## config.mk

```make
export PLATFORM = sky130hd
export DESIGN_NAME = pwm_reload_timer
export DESIGN_NICKNAME = d
export VERILOG_FILES = /design/src/rtl/prt_pkg.sv /design/src/rtl/prt_counter.sv /design/src/rtl/prt_channel.sv /design/src/rtl/prt_capture.sv /design/src/rtl/pwm_reload_timer.sv
export SDC_FILE = /design/constraint.sdc
export NUM_CORES = 1
export LEC_CHECK = 0
export BUFFER_PORTS_ARGS = -buffer_cell sky130_fd_sc_hd__buf_2
export CORE_UTILIZATION = 40
export DETAILED_ROUTE_END_ITERATION = 8
export GPL_TIMING_DRIVEN = 0
export SKIP_CTS_REPAIR_TIMING = 1
export SYNTH_ARGS = -nofsm -noshare
export SYNTH_HDL_FRONTEND = slang
export SYNTH_HIERARCHICAL = 1
export SYNTH_SLANG_ARGS = --single-unit
```

## constraint.sdc

```tcl
create_clock -name clk -period 3.1 [get_ports clk]
set_clock_uncertainty 0.2 [all_clocks]
set_input_delay 0.155 -clock clk [delete_from_list [all_inputs] [get_ports clk]]
set_output_delay 0.155 -clock clk [all_outputs]
set_load 0.01 [all_outputs]
```

## src/rtl/prt_pkg.sv

```systemverilog
package prt_pkg;
  localparam int unsigned MAXW = 16;

  // unforced channel level: high between floor and threshold
  function automatic logic chan_level(input logic [MAXW-1:0] count,
                                      input logic [MAXW-1:0] floor_v,
                                      input logic [MAXW-1:0] thresh);
    return (count >= floor_v) && (count < thresh);
  endfunction

  // value the counter takes on a tick
  function automatic logic [MAXW-1:0] step_value(input logic [MAXW-1:0] count,
                                                 input logic [MAXW-1:0] top_v,
                                                 input logic [MAXW-1:0] floor_v);
    return (count == top_v) ? floor_v : count + 1'b1;
  endfunction
endpackage

```

## src/rtl/prt_counter.sv

```systemverilog
module prt_counter #(
  parameter int unsigned CW = 12
) (
  input  logic          clk,
  input  logic          rst_n,
  input  logic [1:0]    src_sel,
  input  logic          tick_ms,
  input  logic          tick_fast,
  input  logic [CW-1:0] reload,
  output logic [CW-1:0] count,
  output logic [CW-1:0] count_nx,
  output logic          step,
  output logic          wrap
);
  import prt_pkg::*;
  localparam logic [CW-1:0] TOP = '1;

  always_comb begin
    unique case (src_sel)
      2'd0: step = 1'b0;
      2'd1: step = tick_ms;
      2'd2: step = 1'b1;
      default: step = tick_fast;
    endcase
  end

  assign wrap     = step && (count == TOP);
  assign count_nx = CW'(step_value(MAXW'(count), MAXW'(TOP), MAXW'(reload)));

  always_ff @(posedge clk or negedge rst_n) begin
    if (!rst_n)    count <= '0;
    else if (step) count <= count_nx;
  end

  p_wrap_loads_r1: assert property (@(posedge clk) disable iff (!rst_n)
    wrap |=> count == $past(reload));
  p_hold_when_off_r2: assert property (@(posedge clk) disable iff (!rst_n)
    src_sel == 2'd0 |=> $stable(count));
endmodule

```

## src/rtl/prt_channel.sv

```systemverilog
module prt_channel #(
  parameter int unsigned CW = 12
) (
  input  logic          clk,
  input  logic          rst_n,
  input  logic [CW-1:0] duty_wr,
  input  logic          load,
  input  logic [CW-1:0] count,
  input  logic [CW-1:0] reload,
  input  logic          invert,
  input  logic          forced,
  input  logic          forced_lvl,
  output logic          pwm
);
  import prt_pkg::*;
  logic [CW-1:0] duty_act;
  logic          level;

  always_ff @(posedge clk or negedge rst_n) begin
    if (!rst_n)    duty_act <= '0;
    else if (load) duty_act <= duty_wr;
  end

  assign level = chan_level(MAXW'(count), MAXW'(reload), MAXW'(duty_act));
  assign pwm   = forced ? forced_lvl : (level ^ invert);

  p_low_at_floor_r3: assert property (@(posedge clk) disable iff (!rst_n)
    (!forced && duty_act <= reload) |-> pwm == invert);
  p_duty_held_r4: assert property (@(posedge clk) disable iff (!rst_n)
    !load |=> $stable(duty_act));
endmodule

```

## src/rtl/prt_capture.sv

```systemverilog
module prt_capture #(
  parameter int unsigned CW = 12
) (
  input  logic          clk,
  input  logic          rst_n,
  input  logic          cap_in,
  input  logic [CW-1:0] count,
  output logic [CW-1:0] cap_val,
  output logic          cap_evt
);
  logic [2:0] sync_q;

  always_ff @(posedge clk or negedge rst_n) begin
    if (!rst_n) sync_q <= '0;
    else        sync_q <= {sync_q[1:0], cap_in};
  end

  assign cap_evt = sync_q[1] && !sync_q[2];

  always_ff @(posedge clk or negedge rst_n) begin
    if (!rst_n)       cap_val <= '0;
    else if (cap_evt) cap_val <= count;
  end

  p_cap_takes_count_r7: assert property (@(posedge clk) disable iff (!rst_n)
    cap_evt |=> cap_val == $past(count));
endmodule

```

## src/rtl/pwm_reload_timer.sv

```systemverilog
module pwm_reload_timer #(
  parameter int unsigned CW  = 12,
  parameter int unsigned NCH = 4,
  parameter int unsigned AW  = 5
) (
  input  logic           clk,
  input  logic           rst_n,
  input  logic           wr_en,
  input  logic           rd_en,
  input  logic [AW-1:0]  addr,
  input  logic [7:0]     wdata,
  output logic [7:0]     rdata,
  input  logic           tick_ms,
  input  logic           tick_fast,
  input  logic           cap_in,
  input  logic           brk_n,
  output logic [NCH-1:0] pwm_o,
  output logic           irq_ovf,
  output logic           irq_cap,
  output logic           irq_cmp
);
  localparam logic [AW-1:0] A_CTRL = AW'(0),  A_STAT = AW'(1),  A_RLDL = AW'(2);
  localparam logic [AW-1:0] A_RLDH = AW'(3),  A_XFER = AW'(4),  A_POL  = AW'(5);
  localparam logic [AW-1:0] A_BRK  = AW'(6),  A_CAPL = AW'(7),  A_CAPH = AW'(8);
  localparam logic [AW-1:0] A_CNTL = AW'(9),  A_CNTH = AW'(10);
  localparam int unsigned   DUTY_BASE = 16;
  localparam int unsigned   HB = CW - 8;

  logic [5:0]     ctrl;
  logic [CW-1:0]  reload, count, count_nx, cap_val;
  logic           xfer, step, wrap, cap_evt, cmp_evt;
  logic [NCH-1:0] pol, brk_lvl;
  logic           brk_en, brk_act;
  logic [1:0]     brk_sync;
  logic           ovf_f, cap_f, cmp_f, stat_rd;
  logic [CW-1:0]  duty_wr [NCH];

  assign stat_rd = rd_en && (addr == A_STAT);
  assign cmp_evt = ctrl[2] && step && (count_nx == duty_wr[0]);

  prt_counter #(.CW(CW)) u_cnt (
    .clk(clk), .rst_n(rst_n), .src_sel(ctrl[1:0]), .tick_ms(tick_ms),
    .tick_fast(tick_fast), .reload(reload), .count(count),
    .count_nx(count_nx), .step(step), .wrap(wrap));

  prt_capture #(.CW(CW)) u_cap (
    .clk(clk), .rst_n(rst_n), .cap_in(cap_in), .count(count),
    .cap_val(cap_val), .cap_evt(cap_evt));

  for (genvar i = 0; i < NCH; i++) begin : g_ch
    prt_channel #(.CW(CW)) u_ch (
      .clk(clk), .rst_n(rst_n), .duty_wr(duty_wr[i]), .load(wrap && xfer),
      .count(count), .reload(reload), .invert(pol[i]), .forced(brk_act),
      .forced_lvl(brk_lvl[i]), .pwm(pwm_o[i]));
  end

  always_ff @(posedge clk or negedge rst_n) begin
    if (!rst_n) begin
      ctrl <= '0; reload <= '0; xfer <= 1'b0; pol <= '0;
      brk_en <= 1'b0; brk_lvl <= '0;
      for (int i = 0; i < NCH; i++) duty_wr[i] <= '0;
    end else begin
      if (wr_en) begin
        if (addr == A_CTRL) ctrl <= wdata[5:0];
        if (addr == A_RLDL) reload[7:0] <= wdata;
        if (addr == A_RLDH) reload[CW-1:8] <= wdata[HB-1:0];
        if (addr == A_POL)  pol <= wdata[NCH-1:0];
        if (addr == A_BRK) begin
          brk_en  <= wdata[0];
          brk_lvl <= wdata[NCH:1];
        end
        for (int i = 0; i < NCH; i++) begin
          if (addr == AW'(DUTY_BASE + 2*i))     duty_wr[i][7:0]    <= wdata;
          if (addr == AW'(DUTY_BASE + 2*i + 1)) duty_wr[i][CW-1:8] <= wdata[HB-1:0];
        end
      end
      if (wr_en && addr == A_XFER) xfer <= wdata[0];
      else if (wrap)               xfer <= 1'b0;
    end
  end

  always_ff @(posedge clk or negedge rst_n) begin
    if (!rst_n) begin
      brk_sync <= 2'b11; brk_act <= 1'b0;
      ovf_f <= 1'b0; cap_f <= 1'b0; cmp_f <= 1'b0;
    end else begin
      brk_sync <= {brk_sync[0], brk_n};
      if (brk_en && !brk_sync[1])       brk_act <= 1'b1;
      else if (wr_en && addr == A_BRK)  brk_act <= 1'b0;
      ovf_f <= wrap    || (ovf_f && !stat_rd);
      cap_f <= cap_evt || (cap_f && !stat_rd);
      cmp_f <= cmp_evt || (cmp_f && !stat_rd);
    end
  end

  assign irq_ovf = ovf_f && ctrl[3];
  assign irq_cap = cap_f && ctrl[4];
  assign irq_cmp = cmp_f && ctrl[5];

  always_comb begin
    rdata = 8'h00;
    unique case (addr)
      A_CTRL: rdata = {2'b00, ctrl};
      A_STAT: rdata = {4'h0, brk_act, cmp_f, cap_f, ovf_f};
      A_RLDL: rdata = reload[7:0];
      A_RLDH: rdata = 8'(reload >> 8);
      A_XFER: rdata = {7'h00, xfer};
      A_POL:  rdata = 8'(pol);
      A_BRK:  rdata = 8'({brk_lvl, brk_en});
      A_CAPL: rdata = cap_val[7:0];
      A_CAPH: rdata = 8'(cap_val >> 8);
      A_CNTL: rdata = count[7:0];
      A_CNTH: rdata = 8'(count >> 8);
      default: begin
        for (int i = 0; i < NCH; i++) begin
          if (addr == AW'(DUTY_BASE + 2*i))     rdata = duty_wr[i][7:0];
          if (addr == AW'(DUTY_BASE + 2*i + 1)) rdata = 8'(duty_wr[i] >> 8);
        end
      end
    endcase
  end

  p_xfer_done_r4: assert property (@(posedge clk) disable iff (!rst_n)
    (wrap && xfer && !(wr_en && addr == A_XFER)) |=> !xfer);
  p_break_forces_r8: assert property (@(posedge clk) disable iff (!rst_n)
    brk_act |-> pwm_o == brk_lvl);
  p_cmp_sets_r6: assert property (@(posedge clk) disable iff (!rst_n)
    cmp_evt |=> cmp_f);
  p_read_clears_r9: assert property (@(posedge clk) disable iff (!rst_n)
    (stat_rd && !wrap && !cap_evt && !cmp_evt) |=> !(ovf_f || cap_f || cmp_f));
  p_cap_flag_r7: assert property (@(posedge clk) disable iff (!rst_n)
    cap_evt |=> cap_f);
endmodule

```

Word level (Yosys, flattened, before mapping)

Index checks and enable logic that the tools add are counted.

Register bits after elaboration: 157
Latch bits: 0
Bits in writable memories: 0
Bits in read-only memories: 0
Bits of input ports: 21
Logic and storage cells: 120
Memories: 0

Add/sub/neg operators: 1
Multiply operators: 0
Divide/modulo/power cells: 0
Order comparisons: 5
Eq/ne operators: 22
Shifts and indexed selects: 0
Multiplexer cells: 19
Bitwise logic cells: 4
Reduce and logical (&&, ||, !) cells: 42

Operators with widths:

| operator                | count |
|---|---|
| $pmux W8 S11            | 1 |
| $mux W8                 | 8 |
| $lt A12 B12 Y1          | 4 |
| $eq A5 B5 Y1 const B    | 8 |
| $reduce_and A2 Y1       | 13 |
| $eq A5 B3 Y1 const B    | 4 |
| $logic_and A1 B1 Y1     | 19 |
| $eq A5 B4 Y1 const B    | 3 |
| $add A12 B1 Y12 const B | 1 |
| $eq A12 B12 Y1          | 1 |
| $eq A12 B12 Y1 const B  | 1 |
| $ge A12 B12 Y1          | 1 |
| $mux W12                | 1 |
| $eq A5 B2 Y1 const B    | 2 |
| $mux W1                 | 8 |
| $eq A5 B1 Y1 const B    | 1 |
| $logic_not A5 Y1        | 1 |
| $reduce_bool A2 Y1      | 2 |
| $xor A1 B1 Y1           | 4 |
| $logic_not A1 Y1        | 3 |
| $logic_or A1 B1 Y1      | 3 |
| $pmux W1 S3             | 1 |
| $eq A2 B1 Y1 const B    | 1 |
| $eq A2 B2 Y1 const B    | 1 |
| $logic_not A2 Y1        | 1 |

Longest topological paths before layout

Depth in word-level cells: 10
Mapped depth: 10
Depth with buffers taken out: 9

By module

Netlist, hierarchy kept.

Modules (own cells, without submodules):

| module                         | instances | cells an instance | area each (um^2) | seq. area each (um^2) |
|---|---|---|---|---|
| pwm_reload_timer               | 1         | 375               | 4,367.9          | 2,054.5 |
| prt_channel (g_ch[0].u_ch ...) | 3         | 120               | 1,023.5          | 300.3 |
| prt_channel (g_ch[2].u_ch)     | 1         | 118               | 1,009.7          | 300.3 |
| prt_counter                    | 1         | 117               | 983.4            | 300.3 |
| prt_capture                    | 1         | 29                | 578.1            | 375.4 |

Worst setup path before layout

Ideal clock, no wire load.

Kind: register to register
Start point: reg u_cnt.count[1]
End point: reg g_ch[0].u_ch.duty_act[11]
Arrival: 2.538 ns
Required time: 2.767 ns
Path slack: 0.228 ns
Cell stages (with the launch flop): 9
Path buffers: 2
Cells stage by stage: dfrtp_1 > ha_1 > nand3_4 > or3_4 > buf_6 > nor2_1 > and2_1 > clkbuf_1 > o21ai_0

Longest elaborated chain between the ends: 3

Ends and longest elaborated chain:

| what                   | RTL line               | text |
|---|---|---|
| from (decl)            | prt_counter.sv:10      | `output logic [CW-1:0] count,` |
| from (signal assigned) | prt_counter.sv:32      | `else if (step) count <= count_nx;` |
| $eq A12 B12 Y1         | prt_counter.sv:27      | `assign wrap = step && (count == TOP);` |
| $logic_and A1 B1 Y1    | prt_counter.sv:27      |  |
| net wrap               | pwm_reload_timer.sv:31 | `logic xfer, step, wrap, cap_evt, cmp_evt;` |
| $logic_and A1 B1 Y1    | pwm_reload_timer.sv:52 | `.clk(clk), .rst_n(rst_n), .duty_wr(duty_wr[i]), .load(wrap && xfer),` |
| to (signal assigned)   | prt_channel.sv:21      | `else if (load) duty_act <= duty_wr;` |
| to (decl)              | prt_channel.sv:16      | `logic [CW-1:0] duty_act;` |

The timed path passes the listed nets, and every way through them passes these cells.
A chain may end at the register's enable or synchronous reset.

Final worst setup path

Start point: reg u_cnt.count[1]
End point: out pwm_o[1]

Longest elaborated chain between the ends: 4
Elaborated cells on any way between the ends: 5
Classes of those cells: order compare (2); mux (1); bitwise (1); reduce/logical (1)

Ends and longest elaborated chain:

| what                                                    | RTL line               | text |
|---|---|---|
| $ge A12 B12 Y1 / $lt A12 B12 Y1 (equally long branches) | prt_pkg.sv:8           | `return (count >= floor_v) && (count < thresh);` |
| $logic_and A1 B1 Y1 *                                   | prt_pkg.sv:8           |  |
| $xor A1 B1 Y1 *                                         | prt_channel.sv:25      | `assign pwm = forced ? forced_lvl : (level ^ invert);` |
| $mux W1 *                                               | prt_channel.sv:25      |  |
| to (decl)                                               | pwm_reload_timer.sv:17 | `output logic [NCH-1:0] pwm_o,` |

Every way passes the cells marked *; elsewhere a longest branch is shown, timed or not.

==> results.sh <==
export IMPL_power_frac_clock_pct=28.9
export IMPL_regArea_sq_um=3990
export IMPL_finalSetupViolations=0
export IMPL_slew_headroom_pct=46.1
export IMPL_root_buffer="clkbuf_16"
export IMPL_drt_iter0_markers=639
export IMPL_die_area_sq_um=25700
export IMPL_place_inst=1355
export IMPL_fill_cells=2278
export IMPL_rrSetupSlack_ps=80
export IMPL_cp_arrival_ps=2700
export IMPL_cts_htree_levels=4
export IMPL_synth_ff_type="dfrtp_1"
export IMPL_synth_nets=1113
export IMPL_grt_pass1_vias=7521
export IMPL_ios=36
export IMPL_final_period_utilization_pct=98.5
export IMPL_multi_input_area_sq_um=5520
export IMPL_die_h_um=160
export IMPL_power_density_nw_per_um2=623
export IMPL_whs_path_depth=4
export IMPL_synth_commonest_cells="dfrtp_1, inv_1, ha_1, nand2_1, o21ai_0"
export IMPL_synthDistinctLibCells=77
export IMPL_layoutNonFillerInstCount=1439
export IMPL_clk_latency_ps=440
export IMPL_finalCriticalPeriod_ps=3050
export IMPL_synth_edff_count=0
export IMPL_dr_pass1_iters=5
export IMPL_hp_class="input pin to flop"
export IMPL_fmax_ghz=0.328
export IMPL_crit_family="compound AO/OA/AOI/OAI gates"
export IMPL_whs_endpoint="u_cnt/count[2]$_DFFE_PN0P_"
export IMPL_combPwrFrac_pct=32.2
export IMPL_drive_gt1_share_pct=27.0
export IMPL_core_area_sq_um=24500
export IMPL_cts_tree="yes"
export IMPL_worst_path_buf_inv=2
export IMPL_grtUsageTotal_pct=24.5
export IMPL_drv_slew=0
export IMPL_synth_top_area_share_pct=38.8
export IMPL_vias_per_cell=5.65
export IMPL_max_stage_delay_ps=550
export IMPL_worstPathMaxFanout=8
export IMPL_crit_type="flop to output pin"
export IMPL_drt_antenna_violating_nets=0
export IMPL_drt_total_wl_um=31500
export IMPL_yosysWarnings=6
export IMPL_status="finished with violations"
export IMPL_required_ps=2740
export IMPL_reg2reg_from="u_cnt/count[2]$_DFFE_PN0P_"
export IMPL_dp_hpwl_um=21600
export IMPL_rr_worst_depth=7
export IMPL_worst_slew_pin_slew_ps=808
export IMPL_startpoint_type="flop"
export IMPL_vias=8134
export IMPL_cts_buffers=17
export IMPL_clock_path_buffers=2
export IMPL_rsz0062_at_grt="true"
export IMPL_max_cap_viol_count=0
export IMPL_power_internal_mw=4.63
export IMPL_fin_tns_setup_ps=0
export IMPL_swShare_pct=36.9
export IMPL_synthToLayoutAreaGrowth_pct=17.7
export IMPL_finalHoldViolCount=1
export IMPL_synthCells=999
export IMPL_leakage_nw=5.57
export IMPL_grt_max_degree=84
export IMPL_yosysMostFrequentCell="dfrtp_1"
export IMPL_synth_top_cell_by_area="dfrtp_1"
export IMPL_peakVddDrop_uv=374
export IMPL_end_kind="output pin"
export IMPL_netlist_area_sq_um=10000
export IMPL_slowest_stage="dfrtp_4"
export IMPL_route_detailed_drc=0
export IMPL_start_util_pct=40.9
export IMPL_die_w_um=160
export IMPL_grt_overflow_total=0
export IMPL_fin_hold_ws_ps=-32.0
export IMPL_violations="negative hold slack"
export IMPL_grt_pass1_wl_um=46800
export IMPL_seqPwrFrac_pct=38.9
export IMPL_synth_area_top_cells="dfrtp_1, ha_1, mux2_2"
export IMPL_drt_wirelength_per_cell_um=21.9
export IMPL_antenna_cells=0
export IMPL_syn_area_per_cell_sq_um=10.0
export IMPL_antenna_found_initial=0
export IMPL_cts_sinks=157
export IMPL_placementRows=57
export IMPL_clk_pin_slew_worst_paths_ps=70
export IMPL_cp_cell_sequence="buf_12 > ha_1 > a2111oi_4 > nor3_2 > o31ai_2 > a311o_1 > nand3_1 > buf_2"
export IMPL_routabilityCongestion=0.918
export IMPL_nets=1216
export IMPL_p_switching_mw=2.70
export IMPL_portBuffers=31
export IMPL_r2r_end="g_ch[0].u_ch/duty_act[0]$_DFFE_PN0P_"
export IMPL_ys_ff_latch=157
export IMPL_min_from="tick_ms"
export IMPL_yosysSeqAreaShare_pct=39.3
export IMPL_async_flop_share_pct=100
-- cells by family after synthesis --
family / after synthesis / synth area share (%)
simple gates: 249 / 13.6
fa+ha+maj: 93 / 11.6
compound gates: 220 / 14.2
flops: 157 / 39.3
buf+inv: 146 / 6.31
xor+xnor: 21 / 1.84
mux: 113 / 13.2
-- sequential cells by signal (all words and copies together) (netlist names) --
register            count
cap_f                   1
g_ch.u_ch/duty_act     48
duty_wr                48
u_cap/cap_val          12
brk_act                 1
pol                     4
brk_sync                2
xfer                    1
cmp_f                   1
u_cap/sync_q            3
ctrl                    6
ovf_f                   1
u_cnt/count            12
brk_en                  1
reload                 12
brk_lvl                 4
-- area by class of cell --
type | instances | share of cell area (%)
multi-input cells | 697 | 46.9
flip-flops and latches | 157 | 33.9
repair buffers | 83 | 5.38
clock buffers | 18 | 3.64
inverters | 112 | 3.57
well taps | 324 | 3.44
plain buffers | 34 | 1.88
clock inverters | 14 | 1.31
-- cells in the final DEF, fill, tap and decap left out, drive strengths merged, types with 33 or more instances in the layout --
| cell | count |
|---|---|
| ha | 93 |
| inv | 117 |
| o21ai | 83 |
| dfrtp | 155 |
| a21oi | 45 |
| nor2 | 47 |
| mux2 | 92 |
| clkbuf | 33 |
| buf | 89 |
| nand2 | 98 |
-- power groups by stage --
stage	registers, mW	logic (mW)	clock network [mW]
floorplan	2.66	1.42	0
global placement	3.04	1.78	0
detailed placement	3.05	1.85	0
CTS	3.01	1.86	2.14
global route	2.89	2.60	2.23
finish	2.85	2.36	2.12
-- worst max path at each step --
stage | startpoint | to | slack, ps | cells past startpoint
2_1_floorplan | u_cnt/count[1]$_DFFE_PN0P_ | g_ch[0].u_ch/duty_act[11]$_DFFE_PN0P_ | 230 | 8
3_3_place_gp | u_cnt/count[1]$_DFFE_PN0P_ | g_ch[2].u_ch/duty_act[11]$_DFFE_PN0P_ | -1030 | 8
3_5_place_dp | u_cnt/count[1]$_DFFE_PN0P_ | g_ch[2].u_ch/duty_act[11]$_DFFE_PN0P_ | -1020 | 8
4_1_cts | u_cnt/count[1]$_DFFE_PN0P_ | g_ch[2].u_ch/duty_act[8]$_DFFE_PN0P_ | -1030 | 9
5_1_grt | u_cnt/count[1]$_DFFE_PN0P_ | pwm_o[1] | -20 | 8
6_report | u_cnt/count[1]$_DFFE_PN0P_ | pwm_o[1] | 50 | 8
-- through the flow --
step	instance area, sq um	worst slack, ps	utilization, %	power [mW]
detailed placement	10600	-1020	43.4	4.90
floorplan	10000	228	-	4.09
global placement	10600	-1030	43.2	4.83
finish	11800	48.0	48.1	7.34
CTS	11200	-1030	45.7	7.01
global route	11800	-19.8	48.1	7.71
-- worst register-to-register path, cell delays in order (launching register included) --
cell	delay, ps
dfrtp_2	660
buf_4	250
nand3_4	140
or3_4	450
buf_6	160
nor2_2	220
and2_2	430
mux2_2	380
-- metal layers --
layer | global-route usage [%] | part of all wire (%) | vias up
li1 | - | - | 3762
met1 | 33.8 | 44 | 4011
met2 | 39.1 | 47 | 311
met3 | 3.95 | 6.5 | 50
met4 | 7.92 | 2.6 | 0
met5 | 0 | 0 | -
Power figures use the tool's default switching activity.
